`config.mk`:
```
export PLATFORM = sky130hd
export DESIGN_NAME = clkstop_gate
export DESIGN_NICKNAME = d
export VERILOG_FILES = /design/src/rtl/clkstop_pkg.sv /design/src/rtl/clkstop_sync.sv /design/src/rtl/clkstop_pci_ctrl.sv /design/src/rtl/clkstop_lowgate.sv /design/src/rtl/clkstop_drive.sv /design/src/rtl/clkstop_gate.sv
export SDC_FILE = /design/constraint.sdc
export NUM_CORES = 1
export LEC_CHECK = 0
export ABC_AREA = 1
export BUFFER_PORTS_ARGS = -buffer_cell sky130_fd_sc_hd__buf_2
export CAP_MARGIN = 20
export CORE_MARGIN = 3
export CORE_UTILIZATION = 25
export DETAILED_ROUTE_END_ITERATION = 12
export PLACE_DENSITY_LB_ADDON = 0.2
export SLEW_MARGIN = 20
export SYNTH_ARGS = -nofsm -noshare
export SYNTH_HDL_FRONTEND = slang
export SYNTH_SLANG_ARGS = --single-unit
```
`constraint.sdc`:
```
create_clock -name clk -period 0.9 [get_ports clk]
set_input_delay 0.135 -clock clk [delete_from_list [all_inputs] [get_ports clk]]
set_output_delay 0.135 -clock clk [all_outputs]
set_load 0.02 [all_outputs]
```
`src/rtl/clkstop_pkg.sv`:
```
package clkstop_pkg;

    localparam int unsigned PCI_W_DEF = 5;
    localparam int unsigned MEM_W_DEF = 13;
    localparam int unsigned SYNC_DEF  = 2;

    // Drive enables of the three pad groups.
    typedef struct packed {
        logic fix;
        logic pci;
        logic mem;
    } drive_en_t;

    // Replicate a single gated level onto a bus of any width.
    function automatic logic [63:0] fan_out(input logic lvl);
        return {64{lvl}};
    endfunction

    // Stop function present only when the latched mode selects it.
    function automatic logic run_request(input logic mode_sel, input logic applied_run);
        return mode_sel ? applied_run : 1'b1;
    endfunction

endpackage

```
`src/rtl/clkstop_sync.sv`:
```
module clkstop_sync #(
    parameter int unsigned STAGES = 2,
    parameter logic        RST_VAL = 1'b1
) (
    input  logic clk,
    input  logic rst,
    input  logic d_i,
    output logic q_o
);
    localparam int unsigned N = (STAGES < 2) ? 2 : STAGES;

    logic [N-1:0] chain_q;

    always_ff @(posedge clk) begin
        if (rst) chain_q <= {N{RST_VAL}};
        else     chain_q <= {chain_q[N-2:0], d_i};
    end

    assign q_o = chain_q[N-1];
endmodule

```
`src/rtl/clkstop_pci_ctrl.sv`:
```
module clkstop_pci_ctrl
    import clkstop_pkg::*;
(
    input  logic clk,
    input  logic rst,
    input  logic mode_i,
    input  logic fix_clk_i,
    input  logic stop_n_sync_i,
    output logic mode_o,
    output logic run_req_o
);
    logic mode_q;
    logic fix_prev_q;
    logic cap_q;
    logic app_q;
    logic fix_rise;

    assign fix_rise = fix_clk_i & ~fix_prev_q;

    always_ff @(posedge clk) begin
        if (rst) begin
            mode_q     <= mode_i;
            fix_prev_q <= 1'b0;
            cap_q      <= 1'b1;
            app_q      <= 1'b1;
        end else begin
            fix_prev_q <= fix_clk_i;
            if (fix_rise) begin
                cap_q <= stop_n_sync_i;   // sampled at this rising edge
                app_q <= cap_q;           // acts from the following rising edge
            end
        end
    end

    assign mode_o    = mode_q;
    assign run_req_o = run_request(mode_q, app_q);
endmodule

```
`src/rtl/clkstop_lowgate.sv`:
```
module clkstop_lowgate (
    input  logic clk,
    input  logic rst,
    input  logic ref_i,
    input  logic req_i,
    output logic run_o
);
    logic run_q;

    // The gate follows its request only while the reference clock is low.
    always_ff @(posedge clk) begin
        if (rst)        run_q <= 1'b1;
        else if (!ref_i) run_q <= req_i;
    end

    assign run_o = run_q;
endmodule

```
`src/rtl/clkstop_drive.sv`:
```
module clkstop_drive
    import clkstop_pkg::*;
#(
    parameter int unsigned PCI_W = PCI_W_DEF,
    parameter int unsigned MEM_W = MEM_W_DEF
) (
    input  logic             clk,
    input  logic             rst,
    input  logic             oe_i,
    input  logic             fix_clk_i,
    input  logic [PCI_W-1:0] pci_src_i,
    input  logic             pci_run_i,
    input  logic             mem_clk_i,
    input  logic             mem_run_i,
    output logic             fix_clk_o,
    output logic [PCI_W-1:0] pci_clk_o,
    output logic [MEM_W-1:0] mem_clk_o,
    output drive_en_t        en_o
);
    logic [PCI_W-1:0] pci_mask;
    logic             mem_lvl;

    assign pci_mask = fan_out(pci_run_i)[PCI_W-1:0];
    assign mem_lvl  = mem_clk_i & mem_run_i;

    always_ff @(posedge clk) begin
        if (rst) begin
            fix_clk_o <= 1'b0;
            pci_clk_o <= '0;
            en_o      <= '0;
        end else begin
            fix_clk_o <= fix_clk_i;
            pci_clk_o <= pci_src_i & pci_mask;
            en_o      <= '{fix: oe_i, pci: oe_i, mem: oe_i};
        end
    end

    for (genvar gi = 0; gi < MEM_W; gi++) begin : g_mem_copy
        always_ff @(posedge clk) begin
            if (rst) mem_clk_o[gi] <= 1'b0;
            else     mem_clk_o[gi] <= mem_lvl;
        end
    end
endmodule

```
`src/rtl/clkstop_gate.sv`:
```
module clkstop_gate
    import clkstop_pkg::*;
#(
    parameter int unsigned PCI_W       = PCI_W_DEF,
    parameter int unsigned MEM_W       = MEM_W_DEF,
    parameter int unsigned SYNC_STAGES = SYNC_DEF
) (
    input  logic             clk,
    input  logic             rst,
    input  logic             mode_i,
    input  logic             oe_i,
    input  logic             fix_clk_i,
    input  logic [PCI_W-1:0] pci_src_i,
    input  logic             pci_stop_n_i,
    input  logic             mem_clk_i,
    input  logic             mem_stop_n_i,
    output logic             fix_clk_o,
    output logic [PCI_W-1:0] pci_clk_o,
    output logic [MEM_W-1:0] mem_clk_o,
    output logic             fix_oe_o,
    output logic             pci_oe_o,
    output logic             mem_oe_o
);
    logic      pci_stop_n_s;
    logic      mem_stop_n_s;
    logic      mode_q;
    logic      pci_req;
    logic      pci_run;
    logic      mem_run;
    drive_en_t en;

    clkstop_sync #(.STAGES(SYNC_STAGES), .RST_VAL(1'b1)) u_pci_sync (
        .clk(clk), .rst(rst), .d_i(pci_stop_n_i), .q_o(pci_stop_n_s));

    clkstop_sync #(.STAGES(SYNC_STAGES), .RST_VAL(1'b1)) u_mem_sync (
        .clk(clk), .rst(rst), .d_i(mem_stop_n_i), .q_o(mem_stop_n_s));

    clkstop_pci_ctrl u_pci_ctrl (
        .clk(clk), .rst(rst), .mode_i(mode_i), .fix_clk_i(fix_clk_i),
        .stop_n_sync_i(pci_stop_n_s), .mode_o(mode_q), .run_req_o(pci_req));

    clkstop_lowgate u_pci_gate (
        .clk(clk), .rst(rst), .ref_i(fix_clk_i), .req_i(pci_req), .run_o(pci_run));

    clkstop_lowgate u_mem_gate (
        .clk(clk), .rst(rst), .ref_i(mem_clk_i), .req_i(mem_stop_n_s), .run_o(mem_run));

    clkstop_drive #(.PCI_W(PCI_W), .MEM_W(MEM_W)) u_drive (
        .clk(clk), .rst(rst), .oe_i(oe_i),
        .fix_clk_i(fix_clk_i), .pci_src_i(pci_src_i), .pci_run_i(pci_run),
        .mem_clk_i(mem_clk_i), .mem_run_i(mem_run),
        .fix_clk_o(fix_clk_o), .pci_clk_o(pci_clk_o), .mem_clk_o(mem_clk_o),
        .en_o(en));

    assign fix_oe_o = en.fix;
    assign pci_oe_o = en.pci;
    assign mem_oe_o = en.mem;
endmodule

```
* Word level (Yosys, flattened, before mapping)
Cells that the tools add are included.
W data, S select, Z words.
** Operators by class
- Multipliers :: 0
- Equality and inequality tests :: 0
- Divide/modulo/power cells :: 0
- Muxes and demuxes :: 1
- Add/subtract/negate cells :: 0
- Order comparisons :: 0
- Reduce and logical (&&, ||, !) cells :: 0
- Bitwise operators :: 4
- Shift-type cells :: 0
** Operators with widths (count)
- $and A5 B5 Y5 :: 1
- $and A1 B1 Y1 :: 2
- $mux W1 :: 1
- $not A1 Y1 :: 1
** Storage, ports and cells
- Word-level logic and storage cells :: 16
- Latch bits :: 0
- Bits in registers :: 17
- Bits in writable memories :: 0
- Memory bits (read-only) :: 0
- Memories :: 0

* Depth between registers and ports, before layout
Gate-level depths: netlist (run 1).
- Word-level depth :: 2
- Gate-level depth with buffers :: 4

* Modules after synthesis
A second synthesis (run 1) with hierarchy kept.
** Second synthesis, totals
- Cell total of the unflattened synthesis :: 82
- Area, all modules :: 705.7 um^2
** By module, submodules not included
- clkstop_drive :: cells an instance 39, area each 349.1 um^2, instances 1, sequential area each 160.2 um^2
- clkstop_pci_ctrl :: cells an instance 17, area each 143.9 um^2, instances 1, sequential area each 90.1 um^2
- clkstop_sync :: cells an instance 7, area each 58.8 um^2, instances 2, sequential area each 40.0 um^2
- clkstop_lowgate :: cells an instance 6, area each 47.5 um^2, instances 2, sequential area each 20.0 um^2

* Worst setup path after synthesis (run 1)
OpenSTA, ideal clock, no wires.
- Path kind :: register to output
- Start :: reg u_drive.mem_clk_o[10]
- End :: out mem_clk_o[10]
- Path buffers :: 1
- Data arrival time :: 819 ps
- Data required time :: 765 ps
- Setup slack :: -54 ps
- Cell stages (with the launch flop) :: 2
- Cell sequence :: dfxtp_1 buf_4
** RTL lines
- start: declaration :: RTL line clkstop_drive.sv:17 : output logic [MEM_W-1:0] mem_clk_o,
- start signal: indexed assignment :: RTL line clkstop_drive.sv:41 : else mem_clk_o[gi] <= mem_lvl;
- end: declaration :: RTL line clkstop_gate.sv:19 : output logic [MEM_W-1:0] mem_clk_o,
No word-level cell between the ends.

==> results of run 1 <==
-- power groups by stage --
stage | clock network [mW] | registers, mW | logic (mW)
global placement | 0 | 0.842 | 0.216
finish | 0.383 | 0.830 | 0.244
detailed placement | 0 | 0.844 | 0.217
floorplan | 0 | 0.869 | 0.152
CTS | 0.405 | 0.828 | 0.231
global route | 0.455 | 0.838 | 0.267
-- cells in the mapped netlist --
cell type  count  share of area [%]
buf_4         14                 17
buf_6          1                1.8
dfxtp_1       16                 51
edfxtp_1       1                4.8
inv_1          6                3.6
nand2_1       13                7.8
nand3_1        6                4.8
nor2_1         8                4.8
or2_1          1                1.0
or2_2          3                3.0
-- sequential cells by signal, indices dropped and copies added, names as in the netlist --
signal / count
u_pci_sync.chain_q: 2
u_pci_ctrl.app_q: 1
u_drive.en_o: 1
u_mem_sync.chain_q: 2
u_pci_ctrl.fix_prev_q: 1
u_pci_gate.run_o: 1
u_drive.pci_clk_o: 5
u_pci_ctrl.mode_o: 1
u_drive.mem_clk_o: 1
u_pci_ctrl.cap_q: 1
u_mem_gate.run_o: 1
-- metal layers --
layer / up-vias / share of wire (%)
met2: 19 / 49
li1: 242 / -
met3: 0 / 8.9
met1: 185 / 42
met4: 0 / 0
met5: - / 0
-- what timing repair did --
item | CTS | global route
cloned | 0 | 0
hold buffers | 0 | 1
gates resized for setup | 13 | 15
endpoints found under the setup margin | 19 | 22
hold endpoints to repair | 0 | 1
-- metrics by stage --
stage               hold slack [ns]  instances  power (mW)  setup TNS (ns)  setup WS [ns]
floorplan                     0.234         69        1.02               0          0.115
global placement              0.313        116        1.06               0          0.159
CTS                          0.0145        120        1.46           -1.42         -0.106
detailed placement            0.313        116        1.06               0          0.148
global route                 0.0131        121        1.56           -2.17         -0.158
finish                       0.0327        121        1.46           -1.07        -0.0850
-- kinds of logic (layout without fill, tap and decap cells) --
| family | after synthesis | after routing | synth area share (%) |
|---|---|---|---|
| AND/OR/NAND/NOR | 31 | 31 | 21.5 |
| buffers and inverters | 21 | 45 | 22.3 |
| flip-flops | 17 | 17 | 56.2 |
-- worst paths after layout --
check / cells after the start / slack (ns) / endpoint / startpoint
setup / recovery: 1 / -0.09 / mem_clk_o[7] / u_drive.mem_clk_o[10]$_SDFF_PP0_
hold / removal: 2 / 0.03 / u_pci_sync.chain_q[0]$_SDFF_PP1_ / pci_stop_n_i
setup reg to reg: 4 / 0.21 / u_pci_ctrl.cap_q$_SDFFE_PP1P_ / u_pci_ctrl.fix_prev_q$_SDFF_PP0_
hold reg to reg: 1 / 0.41 / u_pci_sync.chain_q[1]$_SDFF_PP1_ / u_pci_sync.chain_q[0]$_SDFF_PP1_
-- layout make-up --
cell class | instances | area (sq um)
inverter | 6 | 22.5
fill | 243 | 1480
multi-input combinational | 31 | 134
tap | 28 | 35.0
clock buffer | 4 | 26.3
sequential | 17 | 365
timing repair buffer | 35 | 239
==> results.toml, run 1 <==
[run_status]
status = "complete, but fails checks"
violations = "negative setup slack"

[critical_path]
crit_family = "flip-flops"
cp_data_arrival_time_ns = 0.85
max_stage_delay_ns = 0.40
crit_chain = "buf_2"
critPathBufInv = 1
start_kind = "flop"
slowest_stage = "dfxtp_4"
path_class = "reg2out"
critical_path.endpoint_type = "output port"
crit_required_ns = 0.76
worstPathMaxFanout = 13

[flow_run]
maxCapViolCount = 0

[final_layout]
final_layout_size_suffix_gt1_share_pct = 51.6
fin_area_sq_um = 822
syn_to_final_growth_pct = 31.9
insertedDiodeCount = 0
mostFrequentLayoutCells = "24 x buf_2, 13 x nand2_1, 9 x buf_6"
post-route-util_pct = 35.8
layout_commonest_cell = "buf_2"
num-nets-final = 107

[power_and_ir_drop]
internal-power_mw = 1.09
clkPwrFrac_pct = 26.3
power.leakage_nw = 0.442
p_sw_share_pct = 25.5
netSwitchingPower_mw = 0.371
vdd_ir_drop_max_uv = 1080
powerDensity_nw_per_um2 = 1770
comb_power_share_pct = 16.8
seqPwrFrac_pct = 57.0

[clock_network]
cts_root_buf = "clkbuf_4"
cts.path.max_buffers = 2
post-cts-setup-buffers = 0
cts_tree = "yes"
clkSlewWorstSetupHoldPaths_ns = 0.09
htreeDepth = 1
clock_sinks = 17
clk_latency_ns = 0.28
numCtsBuffers = 3

[floorplan]
ios = 35
core_area_sq_um = 2300
dieArea_sq_um = 3130
die_w_microns = 55.9
num_rows = 17
start_util_pct = 27.1
die-height_microns = 55.9

[detailed_routing]
via_count = 446
routed_wl_microns = 997
drt-pass1-iter-count = 2
wire_per_inst_microns = 8.24
drtIter0Drc = 2
ant_nets = 0
via_per_inst = 3.69
drc = 0

[synth]
syn-cell-area_sq_um = 623
syn_area_per_cell_sq_um = 9.03
synth_nets = 82
ys_seq_area_share_pct = 56.2
synth.distinct_cells = 10
netlist_instances = 69
yosysWarnings = 0
synth_seq_cells = 17

[timing]
max_freq_ghz = 1.02
final_max_slew_viol_count = 0
finalSetupViolations = 16
post-route-min-period_ns = 0.985
hold_viol_final = 0
worst_slack_ns = -0.0850
maxSlewHeadroom_pct = 85.4
fin_skew_ns = 0.000653
tightest_slew_ns = 0.219
fin_crit_sh_pct = 109
rsz0062_at_grt = "true"

[placement]
post-dp-hpwl_microns = 787
portBuffers = 34
placed_area_sq_um = 713
gp_congestion = 0.635

[grt]
met3_usage_pct = 5.10
grt_pass1_vias = 417
grt_use_met1_pct = 7.89
grt_max_degree = 15
track_usage_pct = 7.20
antenna_found_initial = 0
grt_pass1_wl_mm = 1.75
use_met2_pct = 11.7
grt_busiest_layer = "met2"
grt_overflow_total = 0

[worst_hold_path]
hold_path.class = "in2reg"
No activity file was read; power rests on OpenSTA's default activity.
==> run 2, diff against run 1 <==
--- a/config.mk
+++ b/config.mk
@@ -12,6 +12,7 @@
 export CORE_UTILIZATION = 25
 export DETAILED_ROUTE_END_ITERATION = 12
 export PLACE_DENSITY_LB_ADDON = 0.2
+export RECOVER_POWER = 100
 export SLEW_MARGIN = 20
 export SYNTH_ARGS = -nofsm -noshare
 export SYNTH_HDL_FRONTEND = slang
==> constraint.sdc (replaced) <==
create_clock -name clk -period 1.07 [get_ports clk]
set_input_delay 0.1605 -clock clk [delete_from_list [all_inputs] [get_ports clk]]
set_output_delay 0.1605 -clock clk [all_outputs]
set_load 0.02 [all_outputs]
==> run 2 against run 1 <==
- the run now ends clean
- sequential power is 17% lower
- cell area shrank 9.9%
- critical path depth stayed put
- sequential cell count unchanged
- final cell count is 0.83% lower
- via count unchanged
- die area unchanged
- clock power decreased by 14%
- combinational power decreased by 27%
- global-route usage down 0.27 points
==> results.toml, run 2 (synthesis gave the netlist of run 1 again) <==
[run_status]
status = "finished clean"

[flow_run]
maxCapViolCount = 0

[final_layout]
mostFrequentLayoutCells = "24 x buf_2, 15 x dfxtp_1, 13 x nand2_1"
fillCellCount = 248
final_layout_size_suffix_gt1_share_pct = 43.5
num-nets-final = 106
syn_to_final_growth_pct = 18.9
fin_area_sq_um = 741
reg_top3 = "u_drive.pci_clk_o x5, u_mem_sync.chain_q x2, u_pci_sync.chain_q x2"
regMostFlops = "u_drive.pci_clk_o"
layout_commonest_cell = "buf_2"
largest_reg_flops = 5
insertedDiodeCount = 0

[timing]
rsz0062_at_grt = "true"
final_max_slew_viol_count = 0
post-route-min-period_ns = 1.02
fin_crit_sh_pct = 94.9
max_freq_ghz = 0.985
fin_skew_ns = 0.00336
finalSetupViolations = 0
hold_viol_final = 0
maxSlewHeadroom_pct = 62.9
worst_hold_slack_ns = 0.0517
tightest_slew_ns = 0.557

[grt]
grt_overflow_total = 0
grt_max_degree = 15
grt_pass1_vias = 384
track_usage_pct = 6.93
antenna_found_initial = 0
grt_pass1_wl_mm = 1.61

[clock_network]
post-cts-setup-buffers = 0
numCtsBuffers = 3
cts.path.max_buffers = 2
cts_root_buf = "clkbuf_4"
cts_tree = "yes"
clock_sinks = 17
clkSlewWorstSetupHoldPaths_ns = 0.09
clk_latency_ns = 0.28
htreeDepth = 1

[detailed_routing]
via_count = 446
drc = 0
routed_wl_mm = 1.01
drt-pass1-iter-count = 3
ant_nets = 0
wire_per_inst_microns = 8.38
drtIter0Drc = 3
via_per_inst = 3.72

[critical_path]
slowest_stage = "dfxtp_4"
cp_data_arrival_time_ns = 0.86
start_kind = "flop"
crit_family = "flip-flops"
crit_chain = "buf_2"
critical_path.endpoint_type = "output port"
worstPathMaxFanout = 13
crit_required_ns = 0.91
max_stage_delay_ns = 0.40
path_class = "reg2out"
critPathBufInv = 1

[floorplan]
die_w_microns = 55.9
dieArea_sq_um = 3130
num_rows = 17
die-height_microns = 55.9
start_util_pct = 27.1
core_area_sq_um = 2300
ios = 35

[placement]
placed_area_sq_um = 712
portBuffers = 34
post-dp-hpwl_microns = 750
gp_congestion = 0.657

[power_and_ir_drop]
vdd_ir_drop_max_uv = 736
powerDensity_nw_per_um2 = 1620
power.leakage_nw = 0.417

[worst_hold_path]
hold_path.class = "in2reg"
-- run 2: cell types whose count changed in the layout (fill, tap and decap cells not counted), moves of 6 or more --
cell      before  now
buf_6          9    0
dfxtp_1        8   15
dfxtp_2        6    0
clkbuf_2       0    9
-- run 2: worst paths after layout --
path | start | end | slack, ns | cells past startpoint
hold reg to reg | u_pci_sync.chain_q[0]$_SDFF_PP1_ | u_pci_sync.chain_q[1]$_SDFF_PP1_ | 0.41 | 1
hold / removal | mode_i | u_pci_ctrl.mode_o$_DFFE_PP_ | 0.05 | 1
setup reg to reg | u_pci_ctrl.fix_prev_q$_SDFF_PP0_ | u_pci_ctrl.cap_q$_SDFFE_PP1P_ | 0.35 | 4
setup / recovery | u_drive.mem_clk_o[10]$_SDFF_PP0_ | mem_clk_o[7] | 0.05 | 1
-- run 2: where the power goes --
| group | switching, mW | internal (mW) |
|---|---|---|
| registers | 0.0176 | 0.675 |
| clock network | 0.186 | 0.145 |
| logic | 0.113 | 0.0661 |
| total | 0.317 | 0.886 |
-- run 2: layout make-up --
type	count	area, sq um	share of cell area [%]
Inverter	6	22.5	3.04
Tap cell	28	35.0	4.73
Timing Repair Buffer	34	169	22.8
Multi-Input combinational cell	31	134	18.1
Sequential cell	17	354	47.8
Clock buffer	4	26.3	3.55
-- run 2: through the flow --
step,utilization (%),power (mW),setup slack [ns],instances,TNS (ns)
2_1_floorplan,-,0.858,0.0906,69,0
3_3_place_gp,31.0,0.889,0.246,116,0
3_5_place_dp,31.0,0.891,0.218,116,0
4_1_cts,32.3,1.23,0.0284,120,0
5_1_grt,32.2,1.28,-0.0143,120,-0.133
6_report,32.2,1.20,0.0544,120,0
-- run 2: what timing repair did --
action | CTS | global route
gates resized for setup | 2 | 0
hold buffers | 0 | 0
endpoints found under the setup margin | 13 | 13
-- run 2: per-layer routing --
metal | wire, microns | GRT usage [%] | vias to the layer above
met5 | 0 | 0 | -
met4 | 0 | 3.05 | 0
met3 | 105 | 5.10 | 0
met2 | 501 | 11.7 | 20
met1 | 398 | 6.24 | 186
li1 | - | - | 240
==> run 3, diff against run 2 <==
--- a/config.mk
+++ b/config.mk
@@ -5,10 +5,8 @@
 export SDC_FILE = /design/constraint.sdc
 export NUM_CORES = 1
 export LEC_CHECK = 0
-export ABC_AREA = 1
 export BUFFER_PORTS_ARGS = -buffer_cell sky130_fd_sc_hd__buf_2
 export CAP_MARGIN = 20
-export CORE_MARGIN = 3
 export CORE_UTILIZATION = 25
 export DETAILED_ROUTE_END_ITERATION = 12
 export PLACE_DENSITY_LB_ADDON = 0.2
==> run 3 against run 2 <==
- global-route usage rose by 0.52 points
- final cell count fell by 10%
- sequential share of layout area rose by 0.081 points
- die area fell by 14%
- combinational power fell by 11%
- clock power rose by 2%
- core utilization rose by 0.25 points
- total power fell by 2.0%
- via count fell by 6.7%
- clock-buffer cell count fell by 1
- routed wire length fell by 13%
- cell area fell by 0.17%
- critical path type unchanged
- largest cell class unchanged
- highest routed layer is now met4
==> results.toml, run 3 <==
[run_status]
status = "finished clean"

[final_layout]
insertedDiodeCount = 0
fin_area_sq_um = 739
fillCellCount = 244
final_layout_size_suffix_gt1_share_pct = 45.0
seqCellArea_sq_um = 354
multi_input_area_sq_um = 156
num-nets-final = 94
mostFrequentLayoutCells = "24 x buf_2, 15 x dfxtp_1, 7 x clkbuf_2"
regMostFlops = "u_drive.pci_clk_o"
post-route-util_pct = 32.5
reg_top3 = "u_drive.pci_clk_o x5, u_mem_sync.chain_q x2, u_pci_sync.chain_q x2"
layout_commonest_cell = "buf_2"
syn_to_final_growth_pct = 19.4
largest_reg_flops = 5

[placement]
post-dp-hpwl_microns = 637
post-place-ws_ns = 0.203
placed_area_sq_um = 712
portBuffers = 34
gp_congestion = 0.599

[synth]
synth_top_area_share_pct = 51.7
synth.distinct_cells = 14
yosysMostFrequentCell = "dfxtp_1"
syn-cell-area_sq_um = 619
syn_area_per_cell_sq_um = 10.9
synthFlopType = "dfxtp_1"
synth_nets = 70
ys_seq_area_share_pct = 56.6
synthTopCellsByCount = "16 x dfxtp_1, 15 x buf_4, 5 x and2_1, 5 x nor2_1, 4 x or2_1"
yosysWarnings = 0
netlist_instances = 57
synth_seq_cells = 17
synth-edff-count = 1
synth_area_leaders = "dfxtp_1 52%, buf_4 18%, and2_1 5.1%, edfxtp_1 4.8%, or2_1 4.0%"
synth_top_area_cell = "dfxtp_1"
async_reset_ff_share_pct = 0

[timing]
rsz0062_at_grt = "true"
tightest_slew_ns = 0.551
fin_crit_sh_pct = 95.6
fin_skew_ns = 0.00277
maxSlewHeadroom_pct = 63.3
finalSetupViolations = 0
max_freq_ghz = 0.978
final_max_slew_viol_count = 0
hold_viol_final = 0
post-route-min-period_ns = 1.02
worst_slack_ns = 0.0473

[clock_network]
post-cts-setup-buffers = 0
clock_sinks = 17
htreeDepth = 1
clkSlewWorstSetupHoldPaths_ns = 0.10
cts.path.max_buffers = 2
numCtsBuffers = 3
cts_root_buf = "clkbuf_4"
cts_tree = "yes"
clk_latency_ns = 0.29

[detailed_routing]
routed_wl_microns = 880
drtIter0Drc = 0
ant_nets = 0
drc = 0
via_per_inst = 3.85
wire_per_inst_microns = 8.15
via_count = 416
drt-pass1-iter-count = 1

[floorplan]
core_area_sq_um = 2280
ios = 35
die-height_microns = 51.8
dieArea_sq_um = 2680
die_w_microns = 51.8
num_rows = 17
start_util_pct = 27.2

[power_and_ir_drop]
vdd_ir_drop_max_uv = 730
power.leakage_nw = 0.358
p_sw_share_pct = 26.3
clkPwrFrac_pct = 28.7
internal-power_mw = 0.869
powerDensity_nw_per_um2 = 1590
comb_power_share_pct = 13.5
seqPwrFrac_pct = 57.7
netSwitchingPower_mw = 0.310

[grt]
grt_pass1_vias = 366
grt_overflow_total = 0
antenna_found_initial = 0
grt_pass1_wl_mm = 1.39
grt_max_degree = 16
track_usage_pct = 7.44

[critical_path]
cp_data_arrival_time_ns = 0.86
slowest_stage = "dfxtp_4"
crit_family = "flip-flops"
worstPathMaxFanout = 13
start_kind = "flop"
max_stage_delay_ns = 0.40
cp.depth = 1
critPathBufInv = 1
crit_chain = "buf_2"
path_class = "reg2out"
critical_path.endpoint_type = "output port"
crit_required_ns = 0.91
rr_worst_depth = 2

[flow_run]
maxCapViolCount = 0

[worst_hold_path]
min_path_cells = 1
hold_path.class = "in2reg"
-- run 3: cell types whose count changed after synthesis, moves of 5 or more --
cell     before  now
nand2_1      13    1
inv_1         6    0
and2_1        0    5
nand3_1       6    0
-- run 3: area by class of cell --
class / instances / share of cell area (%)
clock buffers: 3 / 3.05
clock inverters: 1 / 0.677
multi-input cells: 25 / 21.2
flip-flops and latches: 17 / 47.9
well taps: 28 / 4.74
repair buffers: 34 / 22.5
-- run 3: repair_timing --
action / 4_1_cts / 5_1_grt
gates resized for setup: 2 / 0
gates cloned: 0 / 0
pin swaps: 0 / 0
hold buffers: 0 / 0
setup endpoints to repair: 13 / 13
-- run 3: final timing paths --
check	startpoint	end	slack, ns
min	mode_i	u_pci_ctrl.mode_o$_DFFE_PP_	0.04
min reg2reg	u_pci_sync.chain_q[0]$_SDFF_PP1_	u_pci_sync.chain_q[1]$_SDFF_PP1_	0.41
max	u_drive.mem_clk_o[10]$_SDFF_PP0_	mem_clk_o[3]	0.05
max reg2reg	u_pci_gate.run_o$_SDFFE_PP1N_	u_drive.pci_clk_o[3]$_SDFF_PP0_	0.26
-- run 3: per-stage QoR --
| step | TNS [ns] | power [mW] | hold WS [ns] | cells |
|---|---|---|---|---|
| floorplan | 0 | 0.832 | 0.232 | 57 |
| global placement | 0 | 0.857 | 0.338 | 104 |
| detailed placement | 0 | 0.859 | 0.339 | 104 |
| CTS | 0 | 1.21 | 0.0297 | 108 |
| global route | -0.200 | 1.25 | 0.0226 | 108 |
| finish | 0 | 1.18 | 0.0411 | 108 |
-- run 3: kinds of logic (layout without fill, tap and decap cells) --
group | Yosys count | in the layout | synth area share [%]
AND/OR/NAND/NOR | 23 | 23 | 22.0
multiplexers | 2 | 2 | 3.23
buffers and inverters | 15 | 38 | 18.2
flip-flops | 17 | 17 | 56.6
-- run 3: routing by layer --
metal | vias to the layer above | routed length (microns) | track usage [%] | part of all wire [%]
li1 | 211 | - | - | -
met4 | 0 | 6 | 6.76 | 0.68
met2 | 23 | 404 | 11.7 | 46
met5 | - | 0 | 0 | 0
met1 | 180 | 399 | 8.24 | 45
met3 | 2 | 70 | 1.75 | 8.0
-- run 3: power groups by stage --
stage	sequential, mW	combinational, mW	clock (mW)
final	0.681	0.159	0.339
after floorplan	0.717	0.115	0
after detailed placement	0.695	0.164	0
after global placement	0.694	0.163	0
after CTS	0.681	0.164	0.360
after global routing	0.685	0.173	0.393
